### src/rtl/dual_rmw_pkg.sv
package dual_rmw_pkg;

    typedef enum logic [2:0] {
        OP_READ = 3'd0,
        OP_ADD  = 3'd1,
        OP_AND  = 3'd2,
        OP_OR   = 3'd3,
        OP_PASS = 3'd4
    } rmw_fn_e;

    typedef enum logic {
        SCHED_LOWPWR = 1'b0,
        SCHED_FAST   = 1'b1
    } sched_e;

    typedef enum logic {
        PH_IDLE  = 1'b0,
        PH_WRITE = 1'b1
    } phase_e;

    typedef struct packed {
        logic    writes;
        rmw_fn_e fn;
    } op_dec_t;

    function automatic op_dec_t decode_op(input logic [2:0] code);
        op_dec_t d;
        case (code)
            3'd1:    begin d.writes = 1'b1; d.fn = OP_ADD;  end
            3'd2:    begin d.writes = 1'b1; d.fn = OP_AND;  end
            3'd3:    begin d.writes = 1'b1; d.fn = OP_OR;   end
            3'd4:    begin d.writes = 1'b1; d.fn = OP_PASS; end
            default: begin d.writes = 1'b0; d.fn = OP_READ; end
        endcase
        return d;
    endfunction

endpackage

### src/rtl/rmw_alu.sv
module rmw_alu
    import dual_rmw_pkg::*;
#(
    parameter int DATA_W = 8
) (
    input  rmw_fn_e             fn,
    input  logic [DATA_W-1:0]   stored,
    input  logic [DATA_W-1:0]   arg,
    output logic [DATA_W-1:0]   result
);
    always_comb begin
        case (fn)
            OP_ADD:  result = stored + arg;
            OP_AND:  result = stored & arg;
            OP_OR:   result = stored | arg;
            OP_PASS: result = arg;
            default: result = stored;
        endcase
    end
endmodule

### src/rtl/rmw_array.sv
module rmw_array #(
    parameter int DATA_W = 8,
    parameter int DEPTH  = 16,
    localparam int ADDR_W = $clog2(DEPTH)
) (
    input  logic                clk,
    input  logic                rst,
    input  logic [ADDR_W-1:0]   addr,
    input  logic                we,
    input  logic [DATA_W-1:0]   wdata,
    output logic [DATA_W-1:0]   rdata
);
    logic [DATA_W-1:0] rows [DEPTH];

    for (genvar g = 0; g < DEPTH; g++) begin : g_row
        always_ff @(posedge clk) begin
            if (rst) begin
                rows[g] <= '0;
            end else if (we && (addr == ADDR_W'(g))) begin
                rows[g] <= wdata;
            end
        end
    end

    assign rdata = rows[addr];
endmodule

### src/rtl/rmw_ctrl.sv
module rmw_ctrl
    import dual_rmw_pkg::*;
(
    input  logic    clk,
    input  logic    rst,
    input  logic    req_valid,
    input  op_dec_t dec,
    input  logic    timing_sel,
    output logic    ready,
    output logic    accept,
    output logic    wr_now,
    output logic    split,
    output logic    wr_late,
    output logic    row_act,
    output logic    rsp_valid,
    output sched_e  sched
);
    phase_e phase_q;

    assign ready   = (phase_q == PH_IDLE);
    assign accept  = req_valid && ready;
    assign split   = accept && dec.writes && (sched == SCHED_FAST);
    assign wr_now  = accept && dec.writes && (sched == SCHED_LOWPWR);
    assign wr_late = (phase_q == PH_WRITE);

    always_ff @(posedge clk) begin
        if (rst) begin
            phase_q   <= PH_IDLE;
            sched     <= SCHED_LOWPWR;
            row_act   <= 1'b0;
            rsp_valid <= 1'b0;
        end else begin
            phase_q   <= split ? PH_WRITE : PH_IDLE;
            row_act   <= accept;
            rsp_valid <= (accept && !split) || wr_late;
            if (ready && !accept) begin
                sched <= sched_e'(timing_sel);
            end
        end
    end


    ph2_strobe_chk: assert property (@(posedge clk) disable iff (rst)
        (phase_q == PH_WRITE) |-> row_act);

    busy_one_cycle_chk: assert property (@(posedge clk) disable iff (rst)
        (phase_q == PH_WRITE) |=> (phase_q == PH_IDLE));

    sched_hold_chk: assert property (@(posedge clk) disable iff (rst)
        (phase_q == PH_WRITE) |=> $stable(sched));

    lowpwr_no_busy_chk: assert property (@(posedge clk) disable iff (rst)
        (accept && sched == SCHED_LOWPWR) |=> ready);

    strobe_follow_chk: assert property (@(posedge clk) disable iff (rst)
        accept |=> row_act);
endmodule

### src/rtl/dual_rmw_mem.sv
module dual_rmw_mem
    import dual_rmw_pkg::*;
#(
    parameter int DATA_W = 8,
    parameter int DEPTH  = 16,
    localparam int ADDR_W = $clog2(DEPTH)
) (
    input  logic                clk,
    input  logic                rst,
    input  logic                req_valid,
    input  logic [2:0]          req_op,
    input  logic [ADDR_W-1:0]   req_addr,
    input  logic [DATA_W-1:0]   req_arg,
    input  logic                timing_sel,
    output logic                req_ready,
    output logic                rsp_valid,
    output logic [DATA_W-1:0]   rsp_data,
    output logic                row_act,
    output logic                timing_now
);
    typedef struct packed {
        logic [ADDR_W-1:0] addr;
        logic [DATA_W-1:0] arg;
        logic [DATA_W-1:0] fetched;
        rmw_fn_e           fn;
    } pend_t;

    op_dec_t           dec;
    logic              accept, wr_now, split, wr_late;
    sched_e            sched;
    pend_t             pend_q;
    logic [ADDR_W-1:0] arr_addr;
    logic              arr_we;
    logic [DATA_W-1:0] arr_rd, alu_a, alu_b, alu_y;
    rmw_fn_e           alu_fn;
    logic [DATA_W-1:0] rsp_q;

    assign dec = decode_op(req_op);

    rmw_ctrl u_ctrl (
        .clk       (clk),
        .rst       (rst),
        .req_valid (req_valid),
        .dec       (dec),
        .timing_sel(timing_sel),
        .ready     (req_ready),
        .accept    (accept),
        .wr_now    (wr_now),
        .split     (split),
        .wr_late   (wr_late),
        .row_act   (row_act),
        .rsp_valid (rsp_valid),
        .sched     (sched)
    );

    assign arr_addr = wr_late ? pend_q.addr : req_addr;
    assign arr_we   = wr_now || wr_late;
    assign alu_a    = wr_late ? pend_q.fetched : arr_rd;
    assign alu_b    = wr_late ? pend_q.arg : req_arg;
    assign alu_fn   = wr_late ? pend_q.fn : dec.fn;

    rmw_array #(.DATA_W(DATA_W), .DEPTH(DEPTH)) u_array (
        .clk  (clk),
        .rst  (rst),
        .addr (arr_addr),
        .we   (arr_we),
        .wdata(alu_y),
        .rdata(arr_rd)
    );

    rmw_alu #(.DATA_W(DATA_W)) u_alu (
        .fn    (alu_fn),
        .stored(alu_a),
        .arg   (alu_b),
        .result(alu_y)
    );

    always_ff @(posedge clk) begin
        if (rst) begin
            pend_q <= '0;
            rsp_q  <= '0;
        end else begin
            if (split) begin
                pend_q.addr    <= req_addr;
                pend_q.arg     <= req_arg;
                pend_q.fetched <= arr_rd;
                pend_q.fn      <= dec.fn;
            end
            if (accept && !split) begin
                rsp_q <= arr_rd;
            end else if (wr_late) begin
                rsp_q <= pend_q.fetched;
            end
        end
    end

    assign rsp_data   = rsp_q;
    assign timing_now = sched;


    read_no_write_chk: assert property (@(posedge clk) disable iff (rst)
        (accept && !dec.writes) |-> !arr_we);

    late_resp_chk: assert property (@(posedge clk) disable iff (rst)
        wr_late |=> rsp_valid);
endmodule

### config.mk
export PLATFORM = sky130hd
export DESIGN_NAME = dual_rmw_mem
export DESIGN_NICKNAME = d
export VERILOG_FILES = /design/src/rtl/dual_rmw_pkg.sv /design/src/rtl/rmw_alu.sv /design/src/rtl/rmw_array.sv /design/src/rtl/rmw_ctrl.sv /design/src/rtl/dual_rmw_mem.sv
export SDC_FILE = /design/constraint.sdc
export NUM_CORES = 1
export LEC_CHECK = 0
export ABC_CLOCK_PERIOD_IN_PS = 9700
export BUFFER_PORTS_ARGS = -buffer_cell sky130_fd_sc_hd__buf_2
export CELL_PAD_IN_SITES_DETAIL_PLACEMENT = 0
export CELL_PAD_IN_SITES_GLOBAL_PLACEMENT = 1
export CORE_AREA = 4 4 132 134
export DETAILED_ROUTE_END_ITERATION = 8
export DIE_AREA = 0 0 136 138
export GPL_ROUTABILITY_DRIVEN = 0
export PLACE_DENSITY = 0.87
export SETUP_SLACK_MARGIN = 0.5
export SYNTH_ARGS = -nofsm -noshare
export SYNTH_HDL_FRONTEND = slang
export SYNTH_SLANG_ARGS = --single-unit
### constraint.sdc
create_clock -name clk -period 9.7 [get_ports clk]
set_clock_uncertainty 0.1 [all_clocks]
set_input_delay 0.485 -clock clk [delete_from_list [all_inputs] [get_ports clk]]
set_output_delay 0.485 -clock clk [all_outputs]
set_load 0.02 [all_outputs]
==> results of run 1 <==
-- registers in the layout, summed over array words and instances (netlist names) --
signal	count
u_array.rows	128
rsp_data	8
u_ctrl.wr_late	1
u_ctrl.rsp_valid	1
u_ctrl.row_act	1
u_ctrl.sched	1
pend_q	23
-- placed cells by master, fill, tap and decap left out, drive strengths merged, types with 9 or more instances in the layout --
| cell type | instances |
|---|---|
| nor2b | 39 |
| clkbuf | 20 |
| mux4 | 25 |
| dfxtp | 35 |
| a21o | 13 |
| ha | 15 |
| nor4b | 13 |
| inv | 24 |
| mux2 | 9 |
| mux2i | 15 |
| buf | 41 |
| o21ai | 20 |
| nand2 | 96 |
| and3 | 18 |
| a31oi | 9 |
| a22oi | 9 |
| edfxtp | 128 |
| a21oi | 41 |
| o22ai | 10 |
| nor2 | 131 |
| nor3 | 12 |
-- synth_stat cells, types with 14 or more instances --
cell type / instances
nand2_1: 96
dfxtp_1: 35
ha_1: 15
mux4_2: 25
a21oi_1: 41
edfxtp_1: 128
nor2b_1: 39
nor2_1: 130
and3_1: 18
clkbuf_1: 16
mux2i_1: 14
o21ai_0: 18
inv_1: 22
-- report_power, final --
| part | total [uW] | switching, uW | internal (uW) | leakage [uW] |
|---|---|---|---|---|
| clock network | 642 | 267 | 374 | 0.000261 |
| registers | 790 | 11.6 | 779 | 0.00161 |
| logic | 258 | 166 | 91.1 | 0.00161 |
| total | 1690 | 445 | 1240 | 0.00349 |
-- metrics by stage --
step	util, %	instance area [um^2]	std cells
global placement	54.53	8882	1002
finish	57.89	9430	1032
global route	57.89	9430	1032
floorplan	-	8620	784
detailed placement	54.53	8882	1002
CTS	57.89	9430	1032
-- logic make-up (layout without fill, tap and decap cells) --
| group | Yosys count | after routing | synth area share, % |
|---|---|---|---|
| buf+inv | 67 | 95 | 4.036 |
| fa+ha+maj | 15 | 15 | 2.177 |
| flops | 163 | 163 | 52.72 |
| simple gates | 345 | 345 | 19.34 |
| xor+xnor | 7 | 7 | 0.7113 |
| mux | 49 | 49 | 9.580 |
| compound gates | 138 | 138 | 11.44 |
-- worst max path at each step --
stage                     cells past startpoint                  end  slack [ns]
after detailed placement                     16  u_array.rows[14][5]        4.30
final                                        17  u_array.rows[14][5]        4.19
after floorplan                              19  u_array.rows[13][5]        5.43
after CTS                                    15  u_array.rows[11][4]        4.26
after global routing                         16  u_array.rows[12][5]        3.78
after global placement                       16  u_array.rows[13][5]        4.37
-- worst max-delay path: stages (launching register included) --
cell       delay, ns
dfxtp_2         0.83
mux2i_4         0.59
buf_4           0.41
mux4_2          0.37
o22ai_1         0.28
nor3_1          0.11
a21o_1          0.23
inv_1           0.07
ha_1            0.26
nand2_1         0.14
o21ai_0         0.10
o2bb2ai_1       0.17
a2111oi_0       0.42
mux2i_1         0.20
a21oi_1         0.21
xor2_1          0.10
o22ai_2         0.53
nor2b_1         0.23
-- per-layer routing --
metal	wire length (um)	vias up	GRT usage, %
li1	-	2896	-
met1	9082	3094	34.51
met2	10520	329	37.00
met3	1792	42	4.651
met4	715	0	9.125
met5	0	-	0
-- cell type report --
type,count,area share [%]
inverters,24,0.9818
multi-input cells,554,39.62
repair buffers,41,2.468
clock buffers,20,4.630
well taps,220,2.919
flip-flops and latches,163,48.20
clock inverters,10,1.181
==> reports/qor.yml, run 1 <==
timing:
  fin_tns_setup_ns: 0
  slew_viol_final: 0
  slew_headroom_pct: 10.19
  tightest_slew_ns: 1.337
  rsz0062_at_grt: "false"
  fmax_ghz: 0.1814
  timing.hold.ws_ns: 0.1836
  fin_crit_sh_pct: 56.82
  worst_slack_ns: 4.188
  min_period_ns: 5.512
  final_hold_viol_count: 0
  setup_viol: 0
drt:
  drc: 0
  wl_per_cell_um: 21.43
  detailroute.via_count: 6361
  vias_per_cell: 6.164
  dr.pass1.iters: 5
  first_iter_violations: 769
  ant_nets: 0
  wirelength_um: 22110
layout:
  nNetsFinal: 835
  syn_to_final_growth_pct: 9.406
  multi_input_area_um2: 3736
  num_antenna_cells: 0
  fillers: 1353
  seqCellArea_um2: 4546
  drive_gt1_share_pct: 14.78
floorplanning:
  num_io_pins: 31
  start_util_pct: 52.91
  core-area_um2: 16290
  dieArea_um2: 18770
  die_x_um: 136
  rows: 47
  die_y_um: 138
min_path:
  hp-class: "in -> reg"
  hold_path_end: "u_ctrl.sched"
  min_path_cells: 3
  min_from: "timing_sel"
setup_path:
  reg2reg_slack_ns: 4.19
  startpoint: "u_ctrl.wr_late"
  reg2reg_to: "u_array.rows[14][5]"
  r2r_cells: 17
  crit_fanout: 40
  r2r-start: "u_ctrl.wr_late"
  arrival_ns: 5.69
  cp-end-kind: "flop"
  crit_required_ns: 9.87
  path_class: "reg -> reg"
  cp-start-kind: "flop"
grt:
  antenna_found_initial: 0
  grt_pass1_wl_um: 34750
  gr-usage-all-layers_pct: 24.22
  grt_overflow: 0
  grt_pass1_vias: 6057
  grt_max_degree: 56
power_and_ir_drop:
  powerDensity_nw_per_um2: 179.1
  ir_drop_uv: 128.2
  p_total_uw: 1689
  p_leak_uw: 0.003487
yosys:
  syn-num-nets: 818
  yosys-top-cells-area: "edfxtp_1, dfxtp_1, mux4_2"
  async_flop_share_pct: 0
  yosys_register_bits: 163
  synth_cell_types: 67
  yosysSeqAreaShare_pct: 52.72
  syn_inst: 784
  synth-edff-count: 128
  syn-cell-area_um2: 8620
  synthFlopType: "edfxtp_1"
  yosysTopAreaCell: "edfxtp_1"
  synth_top_area_share_pct: 44.59
  yosysWarnings: 0
  avgSynthCellArea_um2: 10.99
clocking:
  post_cts_resized: 0
  cts_max_level: 4
  clk_pin_slew_ns: 0.07
  cts_sinks: 163
  worstSkewPairLatency_ns: 0.43
  postCtsHoldBufs: 0
  root_buffer: "clkbuf_16"
  cts_tree: "built"
  cts_made_buffers: 17
  cts_buffer_depth: 2
  post-cts-setup-buffer-count: 0
status:
  status: "finished, final reports clean"
placement:
  place_ws_ns: 4.302
  port_buffers: 30
  dp_hpwl_um: 14820
job:
  cap_violations: 0
Power figures use the tool's default switching activity.
==> run 2: changes to the inputs <==
--- a/config.mk
+++ b/config.mk
@@ -5,15 +5,15 @@
 export SDC_FILE = /design/constraint.sdc
 export NUM_CORES = 1
 export LEC_CHECK = 0
-export ABC_CLOCK_PERIOD_IN_PS = 9700
+export ABC_CLOCK_PERIOD_IN_PS = 4800
 export BUFFER_PORTS_ARGS = -buffer_cell sky130_fd_sc_hd__buf_2
 export CELL_PAD_IN_SITES_DETAIL_PLACEMENT = 0
 export CELL_PAD_IN_SITES_GLOBAL_PLACEMENT = 1
-export CORE_AREA = 4 4 132 134
+export CORE_AREA = 4 4 144 146
 export DETAILED_ROUTE_END_ITERATION = 8
-export DIE_AREA = 0 0 136 138
+export DIE_AREA = 0 0 148 150
 export GPL_ROUTABILITY_DRIVEN = 0
-export PLACE_DENSITY = 0.87
+export PLACE_DENSITY = 0.78
 export SETUP_SLACK_MARGIN = 0.5
 export SYNTH_ARGS = -nofsm -noshare
 export SYNTH_HDL_FRONTEND = slang
==> constraint.sdc (replaced) <==
create_clock -name clk -period 4.8 [get_ports clk]
set_clock_uncertainty 0.1 [all_clocks]
set_input_delay 0.24 -clock clk [delete_from_list [all_inputs] [get_ports clk]]
set_output_delay 0.24 -clock clk [all_outputs]
set_load 0.02 [all_outputs]
==> reports/qor.yml, run 2 (synthesized netlist as in run 1, its figures left out) <==
layout:
  nNetsFinal: 878  # +5.1%
  drive_gt1_share_pct: 20.42  # +5.6 points
  fin_cells: 1122  # +8.7%
  layout_common_cells: "nor2_1, edfxtp_1, nand2_1"
  final_common_cell: "nor2_1"
  syn_to_final_growth_pct: 17.24
  largest-register: "u_array.rows"
  largest_reg_flops: 128  # unchanged
  num_antenna_cells: 0  # unchanged
status:
  status: "finished, final reports clean"
drt:
  vias_per_cell: 5.820  # -5.6%
  ant_nets: 0  # unchanged
  detailroute.via_count: 6530  # +2.7%
  drc: 0  # unchanged
  dr.pass1.iters: 5  # unchanged
  wl_per_cell_um: 20.64  # -3.7%
  first_iter_violations: 619  # -20%
  wirelength_um: 23160  # +4.7%
floorplanning:
  start_util_pct: 44.43  # -8.5 points
  num_io_pins: 31  # unchanged
  dieArea_um2: 22200  # +18%
  rows: 51  # +8.5%
  die_y_um: 150  # +8.7%
  core-area_um2: 19400  # +19%
  die_x_um: 148  # +8.8%
timing:
  min_period_ns: 4.190  # -1.322 ns
  fin_tns_setup_ns: 0  # unchanged
  slew_headroom_pct: 16.76  # +6.6 points
  setup_viol: 0  # unchanged
  worst_slack_ns: 0.6095  # -3.578 ns
  tightest_slew_ns: 1.239  # -0.09787 ns
  slew_viol_final: 0  # unchanged
  rsz0062_at_grt: "true"
  fmax_ghz: 0.2386  # +32%
  fin_crit_sh_pct: 87.30  # +30 points
  final_hold_viol_count: 0  # unchanged
grt:
  grt_max_degree: 56  # unchanged
  gr-usage-all-layers_pct: 21.04  # -3.2 points
  antenna_found_initial: 0  # unchanged
  grt_pass1_wl_um: 35560  # +2.3%
  grt_use_met2_pct: 32.50  # -4.5 points
  use_met3_pct: 4.088  # -0.56 points
  grtUsageMet1_pct: 29.38  # -5.1 points
  grt_overflow: 0  # unchanged
  grt_pass1_vias: 6238  # +3.0%
  grt.busiest_layer: "met2"
setup_path:
  crit_required_ns: 4.88  # -4.99 ns
  cp-end-kind: "flop"
  r2r_cells: 18  # +1
  arrival_ns: 4.27  # -1.42 ns
  crit_fanout: 8  # -80%
  cp-start-kind: "flop"
  path_class: "reg -> reg"
  reg2reg_slack_ns: 0.61  # -3.58 ns
clocking:
  cts_made_buffers: 17  # unchanged
  cts_buffer_depth: 2  # unchanged
  worstSkewPairLatency_ns: 0.43  # about the same
  root_buffer: "clkbuf_16"
  cts_max_level: 4  # unchanged
  clk_pin_slew_ns: 0.07  # about the same
  cts_tree: "built"
  cts_sinks: 163  # unchanged
min_path:
  min_path_cells: 4  # +1
  hp-class: "in -> reg"
power_and_ir_drop:
  p_total_uw: 3585  # +110%
  intPower_uw: 2597  # +110%
  pwr-share-comb_pct: 17.0  # +1.8 points
  p_clk_share_pct: 38.6  # +0.6 points
  switchingPower_uw: 987.6  # +120%
  powerDensity_nw_per_um2: 354.7  # +98%
  p_seq_share_pct: 44.5  # -2.3 points
  ir_drop_uv: 229.4  # +79%
  swShare_pct: 27.55  # +1.2 points
  p_leak_uw: 0.003780  # +8.4%
placement:
  dp_hpwl_um: 15740  # +6.2%
  place_inst: 1065  # +6.3%
  place_ws_ns: 0.1821  # -4.120 ns
  port_buffers: 30  # unchanged
job:
  cap_violations: 0  # unchanged
[run 2: cell count changes in the layout (fill, tap and decap cells not counted), moves of 3 or more]
cell           change
inv_6              +3
clkinv_2           +3
buf_6              +4
buf_12             +3
clkbuf_1           -3
buf_4             +21
dlygate4sd3_1     +14
ha_1               -3
ha_4               +3
a31oi_1            -3
[run 2: final timing paths]
check,startpoint,endpoint
min reg2reg,pend_q[9],pend_q[9]
min,req_op[0],pend_q[2]
max reg2reg,u_ctrl.wr_late,u_array.rows[5][5]
max,u_ctrl.wr_late,u_array.rows[5][5]
[run 2: per-layer routing]
layer	wire length [um]	up-vias	part of all wire (%)
li1	-	2982	-
met1	10330	3235	45
met2	10500	276	45
met3	1502	37	6.5
met4	830	0	3.6
met5	0	-	0
[run 2: worst max-delay path, cell delays in order, from the launching register on]
cell       delay (ns)
dfxtp_4          0.39
mux2_4           0.38
buf_12           0.16
mux4_2           0.47
o22ai_2          0.22
nor3_2           0.05
a21o_1           0.21
inv_2            0.08
ha_4             0.21
nand2_4          0.07
o21ai_2          0.06
o2bb2ai_2        0.17
a2111oi_4        0.37
mux2i_1          0.15
a21oi_1          0.20
xor2_1           0.18
o22ai_2          0.14
buf_6            0.19
nor2b_1          0.13
[run 2: repair_timing]
| action | CTS | global route |
|---|---|---|
| resized for setup | 11 | 29 |
| pin swaps | 3 | 12 |
| endpoints found under the hold margin | 14 | 0 |
| setup endpoints to repair | 48 | 64 |
| gates cloned | 0 | 1 |
| setup buffers | 6 | 4 |
| hold buffers | 14 | 0 |
[run 2: layout make-up]
type                    count  area (um^2)
well taps                 265        331.6
fillers                  1689         9293
clock inverters            15        171.4
clock buffers              17        425.4
multi-input cells         554         3886
flip-flops and latches    163         4548
inverters                  24        92.59
repair buffers             84        650.6
[run 2: power groups by stage]
stage	clock network [uW]	logic, uW	registers [uW]
2_1_floorplan	0	373	1620
3_3_place_gp	0	535	1620
3_5_place_dp	0	538	1620
4_1_cts	1390	572	1590
5_1_grt	1460	655	1600
6_report	1380	609	1590
[run 2: metrics by stage]
stage               area, um^2  hold WS (ns)  utilization (%)
floorplan                 8620        0.2760                -
global placement          9074        0.3393            46.78
detailed placement        9074        0.3472            46.78
CTS                       9921       0.04712            51.14
global route             10110       0.08271            52.10
finish                   10110       0.05902            52.10
